$ cat src/rtl/sar_interleave_seq.sv
module sar_interleave_seq #(
  parameter int NBITS      = 11,
  parameter int CAL_CYCLES = 10000,
  localparam int FRAME     = NBITS + 5
) (
  input  logic             clk,
  input  logic             rst,
  input  logic [FRAME-1:0] cmp_in,
  output logic [FRAME-1:0] refz_stb,
  output logic [FRAME-1:0] az_stb,
  output logic [FRAME-1:0] calcmp_stb,
  output logic [FRAME-1:0] sample_sel,
  output logic [FRAME-1:0] conv_act,
  output logic [FRAME-1:0] done,
  output logic [NBITS-1:0] result,
  output logic             cal_ready
);
  localparam int PH_W     = $clog2(FRAME);
  localparam int CNT_W    = $clog2(CAL_CYCLES + 1);
  localparam int ST_REFZ  = 0;
  localparam int ST_AZ    = 1;
  localparam int ST_CALC  = 2;
  localparam int ST_SAMP  = 3;
  localparam int ST_FIRST = 4;
  localparam int ST_LAST  = NBITS + 3;
  localparam int ST_XFER  = NBITS + 4;

  logic [PH_W-1:0]  ph;
  logic [CNT_W-1:0] cal_cnt;
  logic [FRAME-1:0][NBITS-1:0] part;

  always_ff @(posedge clk) begin
    if (rst) ph <= '0;
    else     ph <= (ph == PH_W'(FRAME-1)) ? '0 : ph + 1'b1;
  end

  always_ff @(posedge clk) begin
    if (rst)                 cal_cnt <= '0;
    else if (!cal_ready)     cal_cnt <= cal_cnt + 1'b1;
  end
  assign cal_ready = (cal_cnt == CNT_W'(CAL_CYCLES));

  for (genvar k = 0; k < FRAME; k++) begin : g_sec
    logic [PH_W-1:0]  lstep;
    logic [PH_W-1:0]  cur_b;
    logic [NBITS-1:0] bmask;
    logic [NBITS-1:0] sar;
    logic             vld;

    assign lstep = (ph >= PH_W'(k)) ? ph - PH_W'(k) : PH_W'(32'(ph) + FRAME - k);
    assign refz_stb[k]   = (lstep == PH_W'(ST_REFZ));
    assign az_stb[k]     = (lstep == PH_W'(ST_AZ));
    assign calcmp_stb[k] = (lstep == PH_W'(ST_CALC));
    assign sample_sel[k] = (lstep == PH_W'(ST_SAMP));
    assign conv_act[k]   = (lstep >= PH_W'(ST_FIRST)) && (lstep <= PH_W'(ST_LAST));
    assign done[k]       = (lstep == PH_W'(ST_XFER)) && vld;
    assign cur_b         = PH_W'(ST_LAST) - lstep;
    assign bmask         = conv_act[k] ? (NBITS'(1) << cur_b) : '0;
    assign part[k]       = done[k] ? sar : '0;

    always_ff @(posedge clk) begin
      if (rst) begin
        sar <= '0;
        vld <= 1'b0;
      end else if (sample_sel[k]) begin
        sar <= {1'b1, {(NBITS-1){1'b0}}};
        vld <= 1'b1;
      end else if (conv_act[k]) begin
        sar <= (sar & ~(cmp_in[k] ? bmask : '0)) | (bmask >> 1);
      end
    end

    AST_STROBE_EXCL: assert property (@(posedge clk) disable iff (rst)
      $onehot0({refz_stb[k], az_stb[k], calcmp_stb[k], sample_sel[k], conv_act[k], done[k]}));
    AST_SAMPLE_TO_DONE: assert property (@(posedge clk) disable iff (rst)
      sample_sel[k] |-> ##(NBITS+1) done[k]);
    AST_AZ_FOLLOWS_REFZ: assert property (@(posedge clk) disable iff (rst)
      refz_stb[k] |=> az_stb[k]);
  end

  always_comb begin
    result = '0;
    for (int k = 0; k < FRAME; k++) result = result | part[k];
  end

  AST_ONE_SAMPLER: assert property (@(posedge clk) disable iff (rst)
    $countones(sample_sel) == 1);
  AST_CONV_COUNT: assert property (@(posedge clk) disable iff (rst)
    $countones(conv_act) == NBITS);
  AST_DONE_ONEHOT0: assert property (@(posedge clk) disable iff (rst)
    $onehot0(done));
  AST_IDLE_RESULT: assert property (@(posedge clk) disable iff (rst)
    (done == '0) |-> (result == '0));
  AST_CAL_HOLD: assert property (@(posedge clk) disable iff (rst)
    cal_ready |=> cal_ready);
  AST_PHASE_WRAP: assert property (@(posedge clk) disable iff (rst)
    (ph == PH_W'(FRAME-1)) |=> (ph == '0));
endmodule

$ cat config.mk
export PLATFORM = sky130hd
export DESIGN_NAME = sar_interleave_seq
export DESIGN_NICKNAME = d
export VERILOG_FILES = /design/src/rtl/sar_interleave_seq.sv
export SDC_FILE = /design/constraint.sdc
export NUM_CORES = 1
export LEC_CHECK = 0
export BUFFER_PORTS_ARGS = -buffer_cell sky130_fd_sc_hd__buf_2
export CORE_MARGIN = 5
export CORE_UTILIZATION = 31
export DETAILED_ROUTE_END_ITERATION = 8
export GPL_TIMING_DRIVEN = 0
export PLACE_DENSITY = 0.56
export SLEW_MARGIN = 20
export SYNTH_ARGS = -nofsm -noshare
export SYNTH_HDL_FRONTEND = slang
export SYNTH_SLANG_ARGS = --single-unit
$ cat constraint.sdc
create_clock -name clk -period 8.9 [get_ports clk]
set_input_delay 0.89 -clock clk [delete_from_list [all_inputs] [get_ports clk]]
set_output_delay 0.89 -clock clk [all_outputs]
set_load 0.02 [all_outputs]
---- Word level (Yosys, flattened, before mapping) ----
Index checks and enable logic that the tools add are counted.
storage, ports and cells
  register bits ........................... 210
  bits of input ports ..................... 18
  output and inout port bits .............. 108
  logic and storage cells ................. 469
operators by class
  $add $sub $neg .......................... 49
  order comparisons ....................... 48
  equal/unequal tests ..................... 66
  shifts and indexed selects .............. 16
  mux-type cells .......................... 96
  bitwise logic cells ..................... 63
  reductions and logical operators ........ 81
operators with widths
  cell                   count
  $mux 11                80
  $and 11x11->11         16
  $not 11->11            16
  $or 11x10->11          16
  $shl 1x4->11 const A   16
  $or 11x11->11          15
  $eq 4x2->1 const B     32
  $ge 4x3->1 const B     20
  $eq 4x4->1 const B     17
  $eq 4x1->1 const B     16
  $le 4x4->1 const B     16
  $logic_not 4->1        16
  $mux 4                 16
  $sub 4x4->4 const A    16
  $sub 4x4->4 const B    16
  $reduce_or 2->1        17
  $ge 4x4->1 const B     8
  $logic_and 1x1->1      32
  $reduce_bool 2->1      16
  $sub 4x3->4 const B    8
  $sub 4x2->4 const B    4
  $add 14x1->14 const B  1
  $eq 14x14->1 const B   1
  $add 4x1->4 const B    2
  other kinds (3)        6

---- Depth between registers and ports, before layout ----
  depth in word-level cells ............... 21
  depth in mapped cells ................... 13
  depth with buffers taken out ............ 8

---- Least setup slack after synthesis ----
No wires, ideal clock.
  kind .................................... register to output
  start ................................... register ph[2]
  end ..................................... output result[4]
  arrival time ............................ 3.228 ns
  required time ........................... 8.010 ns
  path slack .............................. 4.782 ns
  cell stages (with the launch flop) ...... 12
  buffers on the path ..................... 3
  path through ............................ dfxtp_1 -> buf_2 -> buf_4 -> inv_1 -> ha_1 -> clkbuf_1 -> nand2_1 -> nor3_1 -> a22o_1 -> a221oi_1 -> nand3_1 -> a211o_1
between the ends
  elaborated cells on any way between the ends .. 126
  those cells by class .................... add/sub: 31; order compare: 16; eq/ne: 16; mux: 32; bitwise: 15; reduce/logical: 16
RTL lines
  element                           line  text
  start: declaration                28    logic [PH_W-1:0] ph;
  start signal: assignment          34    else ph <= (ph == PH_W'(FRAME-1)) ? '0 : ph + 1'b1;
  $add 4x1->4                       50    assign lstep = (ph >= PH_W'(k)) ? ph - PH_W'(k) : PH_W'(32'(ph) + FRAME - k);
  $sub 4x3->4                       50
  $mux 4 (*)                        50
  $eq 4x4->1 (*)                    56    assign done[k] = (lstep == PH_W'(ST_XFER)) && vld;
  $logic_and 1x1->1 (*)             56
  via done[6]                       14    output logic [FRAME-1:0] done,
  $mux 11 (*)                       59    assign part[k] = done[k] ? sar : '0;
  $or 11x11->11 (*) (10 in series)  83    for (int k = 0; k < FRAME; k++) result = result | part[k];
  end: declaration                  15    output logic [NBITS-1:0] result,
Mark *: on every way through the listed nets, which the timed path passes. The rest lies on a longest branch.

---- Final worst setup path ----
  start ................................... register ph[2]
  end ..................................... output result[2]
between the ends
  word-level cells in the longest chain between the ends .. 21
  elaborated cells on any way between the ends .. 126
  those cells by class .................... add/sub: 31; order compare: 16; eq/ne: 16; mux: 32; bitwise: 15; reduce/logical: 16
RTL lines
  element                       line
  $add 4x1->4                   50
  $sub 4x1->4                   50
  $mux 4                        50
  $eq 4x4->1                    56
  $logic_and 1x1->1             56
  $mux 11                       59
  $or 11x11->11 (14 in series)  83
  $or 11x11->11 (*)             83
Mark *: on every way between the ends. The rest lies on a longest branch, timed or not.

==> flow_summary.toml <==
[status]
run_status = "complete, no violations"

[final_layout]
final_common_cell = "dfxtp_1"
fill_cells = 4008
layout_common_cells = "dfxtp_1, nand2_1, buf_2"
syn_to_final_growth_pct = 18.55
diodes = 0
drive_gt1_frac = 0.1466
stdcell_area_um2 = 13840
nets = 1666
stdcell_count = 2148
final_util = 0.3699

[global_route]
grt_max_degree = 14
grt_util_all_layers = 0.2296
grt_pass1_vias = 11907
overflow = 0
grt_pass1_wl_mm = 74.72
antenna_found_initial = 2

[synthesis]
synth_fp_nets = 1515
syn_inst = 1467
ys_seq_area_frac = 0.3602
ys_types = 85
yosys_warnings = 0
synth_area_um2 = 11670
synth_top_cell_by_area = "dfxtp_1"
yosys-top-cells-area = "dfxtp_1, nand2_1, a21oi_1"
avgSynthCellArea_um2 = 7.956
synth_edf_count = 0
synthFlopType = "dfxtp_1"
netlist.area_leader.share = 0.3602
ys_ff_latch = 210
async_flop_share = 0

[flow_run]
drv_cap = 0

[cts]
cts_tree = "done"
clk_path_buf_depth = 3
clk_pin_slew_ns = 0.06
numCtsBuffers = 26
cts_resized = 0
post_cts_buffers = 0
clkLatencyLatePin_ns = 0.54
ctsHoldBuffers = 0
htreeDepth = 1
clock-sinks = 210
root_buffer = "clkbuf_16"

[timing]
maxSlewViolCount = 0
max_freq_ghz = 0.1641
rsz0062_at_grt = "false"
finClkSkew_ns = 0.007801
worstMarginPinSlew_ns = 1.156
post-route-period-util = 0.6847
finalSetupTns_ns = 0
maxSlewHeadroom = 0.2097
setup_viol = 0
worst_slack_ns = 2.806
finalHoldViolations = 0
final.min_clock_period_ns = 6.094
whs_ns = 0.4601

[route]
drt-total-wl_mm = 49.66
drc = 0
ant_nets = 0
top_layer_used = "met4"
met2WireLength_mm = 21.10
wl_per_cell_um = 23.12
drt_iter0_drc = 1610
wl_met1_mm = 22.13
viasPerCell = 5.811
dr_wl_met3_mm = 4.304
vias = 12483
first_pass_iters = 6

[placement]
dp_hpwl_mm = 37.06
dp.cells = 2101
dp_slack_ns = 3.476
port_buffers = 123
gp_congestion = 0.9328
dpl-instance-area_um2 = 12930

[worst_setup_path]
worst_ep_arrival_time_ns = 5.20
critical_path_peak_fanout = 13
worstPathRequired_ns = 8.01
end_kind = "primary output"
critPathKind = "reg -> out"
startpoint_type = "register"

[floorplanning]
rows = 71
design.die.area_um2 = 41630
initial_core_util = 0.3121
top_level_ports = 126
die_h_um = 204.0
core_area_um2 = 37400
die_w_um = 204.0

[power_and_ir_drop]
power_density_nw_per_um2 = 197.3
power_mw = 2.730
peakVddDrop_mv = 0.1360
p_leak_nw = 5.450

[min_path]
hp-class = "reg -> reg"
-- where the power goes --
group	internal, mW	total [mW]	switching, mW
clock	0.702	1.14	0.434
sequential	0.989	1.02	0.0346
combinational	0.160	0.571	0.411
total	1.85	2.73	0.879
-- area by class of cell --
type	instances	area, um2	area share
multi-input cells	1126	6915	0.4998
flip-flops and latches	210	4204	0.3039
clock buffers	36	749.5	0.05417
well taps	511	639.4	0.04621
repair buffers	123	615.6	0.04449
plain buffers	99	430.4	0.03111
clock inverters	11	158.9	0.01148
inverters	32	122.6	0.008862
-- synth_stat cells, types with 19 or more instances --
cell type / number
dfxtp_1: 210
nand2_1: 182
nor2_1: 129
a21oi_1: 106
nand3_1: 102
o21ai_0: 86
clkbuf_1: 65
and3_1: 59
a32o_1: 52
a22oi_1: 50
and2_1: 36
inv_1: 31
ha_1: 30
nand2b_1: 27
nor2b_1: 23
nor3_1: 21
buf_2: 19
-- final timing paths --
path | from | to | slack [ns] | cells after the start
worst max-delay path | ph[2]$_SDFF_PP0_ | result[2] | 2.81 | 11
worst min-delay path | g_sec[2].sar[7]$_SDFFE_PP0P_ | g_sec[2].sar[7]$_SDFFE_PP0P_ | 0.46 | 2
worst max register to register | ph[2]$_SDFF_PP0_ | g_sec[2].sar[0]$_SDFFE_PP0P_ | 4.74 | 13
worst min register to register | g_sec[2].sar[7]$_SDFFE_PP0P_ | g_sec[2].sar[7]$_SDFFE_PP0P_ | 0.46 | 2
-- flip-flops by register name, summed over array words and instances (netlist names) --
signal and flops:
g_sec.sar 176, g_sec.vld 16, cal_cnt 14, ph 4
-- kinds of logic (layout without fill, tap and decap cells) --
logic type	Yosys count	count (layout)	synth area share
compound gates	416	416	0.2520
mux	13	13	0.01169
flops	210	210	0.3602
xor+xnor	33	33	0.03023
fa+ha+maj	30	30	0.03216
buf+inv	131	301	0.04728
simple gates	634	634	0.2664
-- worst max-delay path, cell delays in order (launching register included) --
cell,delay [ns]
dfxtp_1,0.65
buf_2,0.33
buf_4,0.20
inv_1,0.25
ha_1,0.35
xor2_1,0.66
nor3_1,0.16
a22oi_1,0.41
nand3_1,0.22
a2111oi_0,1.00
nand3_1,0.20
buf_2,0.22
-- metal layers --
metal	vias up	track usage
li1	5653	-
met1	6071	0.3279
met2	647	0.3459
met3	112	0.04078
met4	0	0.08710
met5	-	0
Power figures use the tool's default switching activity.
